===== src/rtl/tcc_pkg.sv =====
// Package: shared helpers for the transition count compactor.
// Assumes widths are small positive integers chosen at elaboration.
package tcc_pkg;

    // Width needed to hold a population count of n bits.
    function automatic int unsigned pop_width(input int unsigned n);
        return (n < 2) ? 1 : $clog2(n + 1);
    endfunction

    // Larger of two widths.
    function automatic int unsigned max_w(input int unsigned a, input int unsigned b);
        return (a > b) ? a : b;
    endfunction

endpackage


===== src/rtl/tcc_edge_detect.sv =====
// Module: tcc_edge_detect
// Holds the previous valid response word and flags the bits that changed.
// Assumes clr has priority over valid. The first valid sample after reset or
// clear only primes the store and does not enable accumulation.
module tcc_edge_detect #(
    parameter int WIDTH = 8
) (
    input  logic             clk,
    input  logic             rst_n,
    input  logic             clr,
    input  logic             valid,
    input  logic [WIDTH-1:0] resp,
    output logic [WIDTH-1:0] diff,
    output logic             add_en,
    output logic             primed
);
    logic [WIDTH-1:0] prev_q;
    logic             primed_q;

    // Store the last valid sample and remember whether one exists.
    always_ff @(posedge clk) begin
        if (!rst_n || clr) begin
            prev_q   <= '0;
            primed_q <= 1'b0;
        end else if (valid) begin
            prev_q   <= resp;
            primed_q <= 1'b1;
        end
    end

    // Bits that moved against the stored sample, in either direction.
    always_comb begin
        diff   = resp ^ prev_q;
        add_en = valid && primed_q && !clr;
    end

    assign primed = primed_q;


    clear_unprimes_chk: assert property (@(posedge clk) disable iff (!rst_n)
        clr |=> !primed_q);


    idle_holds_prev_chk: assert property (@(posedge clk) disable iff (!rst_n)
        (!valid && !clr) |=> $stable(prev_q));

endmodule


===== src/rtl/tcc_popcount.sv =====
// Module: tcc_popcount
// Counts the set bits of a word with a generated ripple of partial sums.
// Assumes the output width is wide enough for WIDTH ones.
module tcc_popcount #(
    parameter int WIDTH = 8,
    parameter int PW    = tcc_pkg::pop_width(WIDTH)
) (
    input  logic [WIDTH-1:0] bits,
    output logic [PW-1:0]    ones
);
    logic [PW-1:0] partial [WIDTH+1];

    assign partial[0] = '0;

    // One adder stage for each response bit.
    for (genvar i = 0; i < WIDTH; i++) begin : g_stage
        assign partial[i+1] = partial[i] + PW'(bits[i]);
    end

    assign ones = partial[WIDTH];


    ones_bound_chk: assert final (ones <= PW'(WIDTH));

endmodule


===== src/rtl/tcc_sat_acc.sv =====
// Module: tcc_sat_acc
// Saturating accumulator for the transition signature.
// Assumes clr has priority over add_en, and that inc fits into the sum width.
module tcc_sat_acc #(
    parameter int CNT_W = 12,
    parameter int PW    = 4
) (
    input  logic             clk,
    input  logic             rst_n,
    input  logic             clr,
    input  logic             add_en,
    input  logic [PW-1:0]    inc,
    output logic [CNT_W-1:0] count
);
    localparam int SW = tcc_pkg::max_w(CNT_W, PW) + 1;
    localparam logic [CNT_W-1:0] CNT_MAX = {CNT_W{1'b1}};

    logic [CNT_W-1:0] count_q;
    logic [SW-1:0]    sum;
    logic [CNT_W-1:0] next_sat;

    // Widened sum, clipped to the counter ceiling.
    always_comb begin
        sum      = SW'(count_q) + SW'(inc);
        next_sat = (sum > SW'(CNT_MAX)) ? CNT_MAX : sum[CNT_W-1:0];
    end

    // Counter register with clear and enable.
    always_ff @(posedge clk) begin
        if (!rst_n || clr) begin
            count_q <= '0;
        end else if (add_en) begin
            count_q <= next_sat;
        end
    end

    assign count = count_q;


    clear_zero_chk: assert property (@(posedge clk) disable iff (!rst_n)
        clr |=> (count_q == '0));


    no_wrap_chk: assert property (@(posedge clk) disable iff (!rst_n)
        (add_en && !clr) |=> (count_q >= $past(count_q)));


    sat_hold_chk: assert property (@(posedge clk) disable iff (!rst_n)
        ((count_q == CNT_MAX) && !clr) |=> (count_q == CNT_MAX));

endmodule


===== src/rtl/tcc_verdict.sv =====
// Module: tcc_verdict
// Registers the end-of-run comparison against the expected signature.
// Assumes done is a single-cycle strobe. The verdict is shown for one cycle.
module tcc_verdict #(
    parameter int CNT_W = 12
) (
    input  logic             clk,
    input  logic             rst_n,
    input  logic             done,
    input  logic [CNT_W-1:0] count,
    input  logic [CNT_W-1:0] golden,
    output logic             pass
);
    logic pass_q;

    // Sample the match only when done requests it.
    always_ff @(posedge clk) begin
        if (!rst_n) begin
            pass_q <= 1'b0;
        end else begin
            pass_q <= done && (count == golden);
        end
    end

    assign pass = pass_q;


    pass_needs_done_chk: assert property (@(posedge clk) disable iff (!rst_n)
        !done |=> !pass_q);

endmodule


===== src/rtl/trans_count_compactor.sv =====
// Module: trans_count_compactor (top)
// Compacts a WIDTH-bit response stream into a saturating count of bit
// transitions and checks it against an expected value at the end of a run.
// Assumes the synchronous reset is active low and clr starts a new run.
module trans_count_compactor #(
    parameter int WIDTH = 8,
    parameter int CNT_W = 12
) (
    input  logic             clk,
    input  logic             rst_n,
    input  logic             clr,
    input  logic             valid,
    input  logic [WIDTH-1:0] resp,
    input  logic [CNT_W-1:0] golden,
    input  logic             done,
    output logic [CNT_W-1:0] count,
    output logic             pass
);
    localparam int PW = tcc_pkg::pop_width(WIDTH);

    logic [WIDTH-1:0] diff;
    logic             add_en;
    logic             primed;
    logic [PW-1:0]    ones;

    tcc_edge_detect #(.WIDTH(WIDTH)) edge_i (
        .clk    (clk),
        .rst_n  (rst_n),
        .clr    (clr),
        .valid  (valid),
        .resp   (resp),
        .diff   (diff),
        .add_en (add_en),
        .primed (primed)
    );

    tcc_popcount #(.WIDTH(WIDTH), .PW(PW)) pop_i (
        .bits (diff),
        .ones (ones)
    );

    tcc_sat_acc #(.CNT_W(CNT_W), .PW(PW)) acc_i (
        .clk    (clk),
        .rst_n  (rst_n),
        .clr    (clr),
        .add_en (add_en),
        .inc    (ones),
        .count  (count)
    );

    tcc_verdict #(.CNT_W(CNT_W)) verdict_i (
        .clk    (clk),
        .rst_n  (rst_n),
        .done   (done),
        .count  (count),
        .golden (golden),
        .pass   (pass)
    );


    prime_adds_nothing_chk: assert property (@(posedge clk) disable iff (!rst_n)
        (valid && !primed && !clr) |=> $stable(count));


    idle_holds_count_chk: assert property (@(posedge clk) disable iff (!rst_n)
        (!valid && !clr) |=> $stable(count));

endmodule


===== config.mk =====
export PLATFORM = sky130hd
export DESIGN_NAME = trans_count_compactor
export DESIGN_NICKNAME = d
export VERILOG_FILES = /design/src/rtl/tcc_pkg.sv /design/src/rtl/tcc_edge_detect.sv /design/src/rtl/tcc_popcount.sv /design/src/rtl/tcc_sat_acc.sv /design/src/rtl/tcc_verdict.sv /design/src/rtl/trans_count_compactor.sv
export SDC_FILE = /design/constraint.sdc
export NUM_CORES = 1
export LEC_CHECK = 0
export BUFFER_PORTS_ARGS = -buffer_cell sky130_fd_sc_hd__buf_4
export CAP_MARGIN = 15
export CORE_MARGIN = 2
export CORE_UTILIZATION = 56
export CTS_BUF_LIST = sky130_fd_sc_hd__clkbuf_16
export DETAILED_ROUTE_END_ITERATION = 8
export GPL_TIMING_DRIVEN = 1
export PLACE_DENSITY_LB_ADDON = 0.2
export SLEW_MARGIN = 40
export SYNTH_ARGS = -nofsm -noshare
export SYNTH_HDL_FRONTEND = slang
export SYNTH_HIERARCHICAL = 1
export SYNTH_SLANG_ARGS = --single-unit

===== constraint.sdc =====
create_clock -name clk -period 10.72 [get_ports clk]
set_input_delay 0.536 -clock clk [delete_from_list [all_inputs] [get_ports clk]]
set_output_delay 0.536 -clock clk [all_outputs]
set_load 0.005 [all_outputs]

Yosys cells after proc, flatten, opt, wreduce, memory -nomap -nowiden --
Index checks and enable logic that the tools add are counted. W data, S select, Z words.
Word-level totals: register bits after elaboration 22, input port bits 25, output and inout port bits 13, logic and storage cells 22
Cells by class: add/sub/neg operators 8, $lt $le $gt $ge 1, eq/ne operators 1, multiplexer cells 1, bitwise logic cells 1, reduce and logical (&&, ||, !) cells 6
Operators with widths (count):
- $add A4 B1 Y4 | 6
- $add A12 B4 Y13 | 1
- $gt A13 B12 Y1 const B | 1
- $eq A12 B12 Y1 | 1
- $mux W12 | 1
- $xor A8 B8 Y8 | 1
- $logic_and A1 B1 Y1 | 3
- $add A1 B1 Y2 | 1
- $logic_not A1 Y1 | 2
- $logic_or A1 B1 Y1 | 1

Logic depth before layout (Yosys ltp) --
depth in word-level cells 11, gate-level depth with buffers 16, gate-level depth less buffers 16

Cells and area by module --
Netlist, hierarchy kept.
Modules (own cells, without submodules):
- tcc_sat_acc | instances 1, cells each 81, area an instance 713.2 µm², seq. area each 240.2 µm²
- tcc_edge_detect | instances 1, cells each 40, area an instance 404.1 µm², seq. area each 180.2 µm²
- tcc_popcount | instances 1, cells each 24, area an instance 190.2 µm², seq. area each 0.0 µm²
- tcc_verdict | instances 1, cells each 18, area an instance 160.2 µm², seq. area each 20.0 µm²

Worst setup path before layout --
OpenSTA, ideal clock, no wires.
path type input-to-reg, from in resp[0], to reg acc_i.count_q[5] (netlist: acc_i/count[5]), setup time 74 ps, data arrival time 4207 ps, data required time 10646 ps, slack 6439 ps, stages 16, buffers on the path 0, path through xor2_1 > inv_1 > fa_1 > fa_1 > fa_1 > inv_1 > ha_1 > inv_1 > fa_1 > inv_1 > inv_1 > fa_1 > nand2b_1 > a21oi_1 > nand3_2 > a31oi_1
Between the ends: cells in the longest elaborated chain, start to end 11
Ends and longest elaborated chain:
- start, declared | RTL line trans_count_compactor.sv:13 | input logic [WIDTH-1:0] resp,
- $xor A8 B8 Y8 * | RTL line tcc_edge_detect.sv:33 | diff = resp ^ prev_q;
- $add A1 B1 Y2 * | RTL line tcc_popcount.sv:17 | assign partial[i+1] = partial[i] + PW'(bits[i]);
- $add A4 B1 Y4 * (6 in a row) | RTL line tcc_popcount.sv:17
- named net ones[1] | RTL line trans_count_compactor.sv:24 | logic [PW-1:0] ones;
- $add A12 B4 Y13 * | RTL line tcc_sat_acc.sv:24 | sum = SW'(count_q) + SW'(inc);
- $gt A13 B12 Y1 | RTL line tcc_sat_acc.sv:25 | next_sat = (sum > SW'(CNT_MAX)) ? CNT_MAX : sum[CNT_W-1:0];
- $mux W12 * | RTL line tcc_sat_acc.sv:25
- end signal, assigned | RTL line tcc_sat_acc.sv:33 | count_q <= next_sat;
- end, declared | RTL line tcc_sat_acc.sv:18 | logic [CNT_W-1:0] count_q;
Mark *: on every way through the listed nets, which the timed path passes. The rest lies on a longest branch. A chain may end at the register's enable or synchronous reset.

Final worst setup path --
from in resp[0], to reg acc_i.count_q[9] (netlist: acc_i/count[9])
Between the ends: cells in the longest elaborated chain, start to end 11
Ends and longest elaborated chain:
- $xor A8 B8 Y8 * | RTL line tcc_edge_detect.sv:33
- named net diff[0] | RTL line trans_count_compactor.sv:21 | logic [WIDTH-1:0] diff;
- $add A1 B1 Y2 * | RTL line tcc_popcount.sv:17
- $add A4 B1 Y4 * (6 in a row) | RTL line tcc_popcount.sv:17
- named net ones[1] | RTL line trans_count_compactor.sv:24
- $add A12 B4 Y13 * | RTL line tcc_sat_acc.sv:24
- $gt A13 B12 Y1 | RTL line tcc_sat_acc.sv:25
- $mux W12 * | RTL line tcc_sat_acc.sv:25
Marked as above.

==> results.json <==
{
  "grt_pass1_vias": 1138,
  "top_layer": "met4",
  "yosysSeqAreaShare_pct": 30.0,
  "grt_max_degree": 13,
  "power_w": 0.000231,
  "fin_worst_skew_ps": 2.57,
  "maxCapViolCount": 0,
  "gp_congestion": 0.889,
  "post-route-min-period_ps": 4600,
  "synth_edf_count": 0,
  "cp-start-kind": "input pin",
  "syn_area_um2": 1470,
  "coreArea_um2": 2480,
  "antenna_found_initial": 0,
  "cts_made_buffers": 3,
  "die_w_um": 55.2,
  "r2r_slack_ps": 6150,
  "path_cells": "buf_4 > xor2_1 > inv_1 > fa_1 > fa_1 > fa_1 > inv_1 > ha_1 > inv_1 > fa_1 > inv_1 > inv_1 > fa_1 > nand2b_1 > a21oi_1 > nand3_2 > a31oi_1",
  "status": "completed",
  "fp.dieArea_um2": 3050,
  "cts-root-buf": "clkbuf_16",
  "dr.pass1.iters": 4,
  "slew_violations": 0,
  "slew_headroom_pct": 56.1,
  "wl_per_cell_um": 14.4,
  "numPortBuffers": 37,
  "finish.instance_area_um2": 1820,
  "yosysMostFrequentCell": "dfxtp_1",
  "powerDensity_nw_per_um2": 127,
  "routed_wl_mm": 3.32,
  "fin_ws_ps": 6120,
  "final_nets": 238,
  "clock_latency_ps": 250,
  "hold_violations": 0,
  "synth_top_area_share_pct": 30.0,
  "syn_nets": 200,
  "vias": 1256,
  "endpoint_kind": "register",
  "fin_util_pct": 73.6,
  "start_util_pct": 59.2,
  "post_cts_buffers": 0,
  "slowest_stage": "fa_1",
  "postCtsResizedCells": 0,
  "num_io_pins": 38,
  "wirelength_met1_mm": 1.53,
  "wl_met3_um": 202,
  "route.detailed.drc": 0,
  "synthTopCellsByCount": "22 x dfxtp_1, 19 x inv_1, 15 x nor2_1, 15 x xnor2_1",
  "ctsHoldBuffers": 0,
  "clock_sinks": 22,
  "tightest_slew_ps": 655,
  "max_stage_delay_ps": 550,
  "clockBufferDepth": 2,
  "crit_required_ps": 10890,
  "fmax_mhz": 218,
  "drtAntennaViolNets": 0,
  "num_antenna_cells": 0,
  "yosysWarnings": 6,
  "ys_top_cells_by_area": "dfxtp_1 30%, xnor2_1 9.0%, fa_1 6.8%",
  "syn-instance-count": 163,
  "grt_pass1_wl_mm": 5.15,
  "fin_tns_setup_ps": 0,
  "ys_ff_latch": 22,
  "die_h_um": 55.2,
  "period_share_pct": 42.9,
  "vias_per_cell": 5.46,
  "synthArstFlopShare_pct": 0,
  "irDropWorstVdd_mv": 0.109,
  "drive_gt1_share_pct": 23.5,
  "syn2layout_area_growth_pct": 24.3,
  "grt_usage_pct": 24.2,
  "cts_tree": "yes",
  "grt_overflow": 0,
  "post-place-ws_ps": 6000,
  "ys_types": 33,
  "dr_wl_met2_mm": 1.52,
  "rsz0062_at_grt": "no",
  "setup_viol": 0,
  "hpwl_mm": 2.50,
  "postSynthAreaPerCell_um2": 9.00,
  "arrival_ps": 4770,
  "path_clk_slew_ps": 60,
  "cp_num_buf_inv": 6,
  "drt_iter0_drc": 38,
  "std_cell_rows": 18,
  "critPathKind": "in2reg",
  "fill_cells": 201,
  "path_max_fanout": 9,
  "synth_top_area_cell": "dfxtp_1",
  "power.leakage_nw": 0.794,
  "path_delay_family": "adder cells",
  "hold_path.class": "reg2reg",
  "cts.htree.levels": 1,
  "dpl_cell_area_um2": 1750,
  "ys.flop_type": "dfxtp_1"
}
## metal layers
| metal | vias to the layer above | GRT usage, % |
|---|---|---|
| met1 | 567 | 32.3 |
| met4 | 0 | 8.54 |
| li1 | 630 | - |
| met5 | - | 0 |
| met3 | 13 | 4.57 |
| met2 | 46 | 38.9 |
## sequential cells by signal (all words and copies together), names as in the netlist
name,flops
acc_i/count,12
edge_i/prev_q,8
verdict_i/pass,1
edge_i/primed,1
## final timing paths
kind,from,endpoint,cells after the start
worst max-delay path,resp[0],acc_i/count[9],17
worst min-delay path,edge_i/primed,edge_i/primed,2
worst max register to register,edge_i/prev_q[0],acc_i/count[9],16
worst min register to register,edge_i/primed,edge_i/primed,2
## logic make-up (layout without fill, tap and decap cells)
kind of cell	after synthesis	count (layout)	synth area share (%)
buf+inv	23	60	7.42
compound gates	28	28	11.9
fa+ha+maj	12	12	12.8
flops	22	22	30.0
simple gates	45	45	17.4
mux	9	9	6.14
xor+xnor	24	24	14.3
## area by class of cell
class                           count  area [um2]  area share, %
Multi-Input combinational cell    118         918           50.3
Tap cell                           30        37.5           2.06
Clock inverter                      1        3.75          0.206
Clock buffer                        3        75.1           4.12
Inverter                           19        71.3           3.91
Sequential cell                    22         440           24.1
Timing Repair Buffer               37         278           15.2
## worst register-to-register path: stages, from the launching register on
cell      delay (ps)
dfxtp_1          350
xor2_1           140
inv_1             70
fa_1             550
fa_1             420
fa_1             500
inv_1             50
ha_1             210
inv_1             80
fa_1             420
inv_1            110
inv_1             60
fa_1             430
nand2b_1         200
a21oi_1          390
nand3_2          290
a31oi_1          220
## where the power goes
group          switching [W]  internal (W)
sequential       0.000000944     0.0000831
combinational      0.0000372     0.0000310
clock              0.0000295     0.0000498
total              0.0000676      0.000164
## cells in the final DEF (no fill, tap or decap)
cell and n:
a211oi_1 5, a21o_1 1, a21oi_1 8, a31oi_1 5
a41o_1 1, and3_1 1, and3_2 1, and4_2 1
and4_4 1, buf_4 37, clkbuf_16 3, clkinv_1 1
dfxtp_1 22, fa_1 5, ha_1 7, inv_1 19
mux2i_1 9, nand2_1 5, nand2b_1 3, nand3_1 3
nand3_2 2, nand4_1 3, nand4b_1 1, nor2_1 15
nor2b_1 3, nor3_1 1, nor4_2 1, nor4b_1 1
o21ai_0 6, o21ba_2 1, o31a_1 1, or3_1 3
xnor2_1 15, xor2_1 9
## through the flow
| stage | hold WS [ps] | instances |
|---|---|---|
| floorplan | 440 | 163 |
| global placement | 450 | 226 |
| detailed placement | 473 | 226 |
| CTS | 487 | 230 |
| global route | 518 | 230 |
| finish | 488 | 230 |
Note: power is estimated with default switching activity, not from simulation.
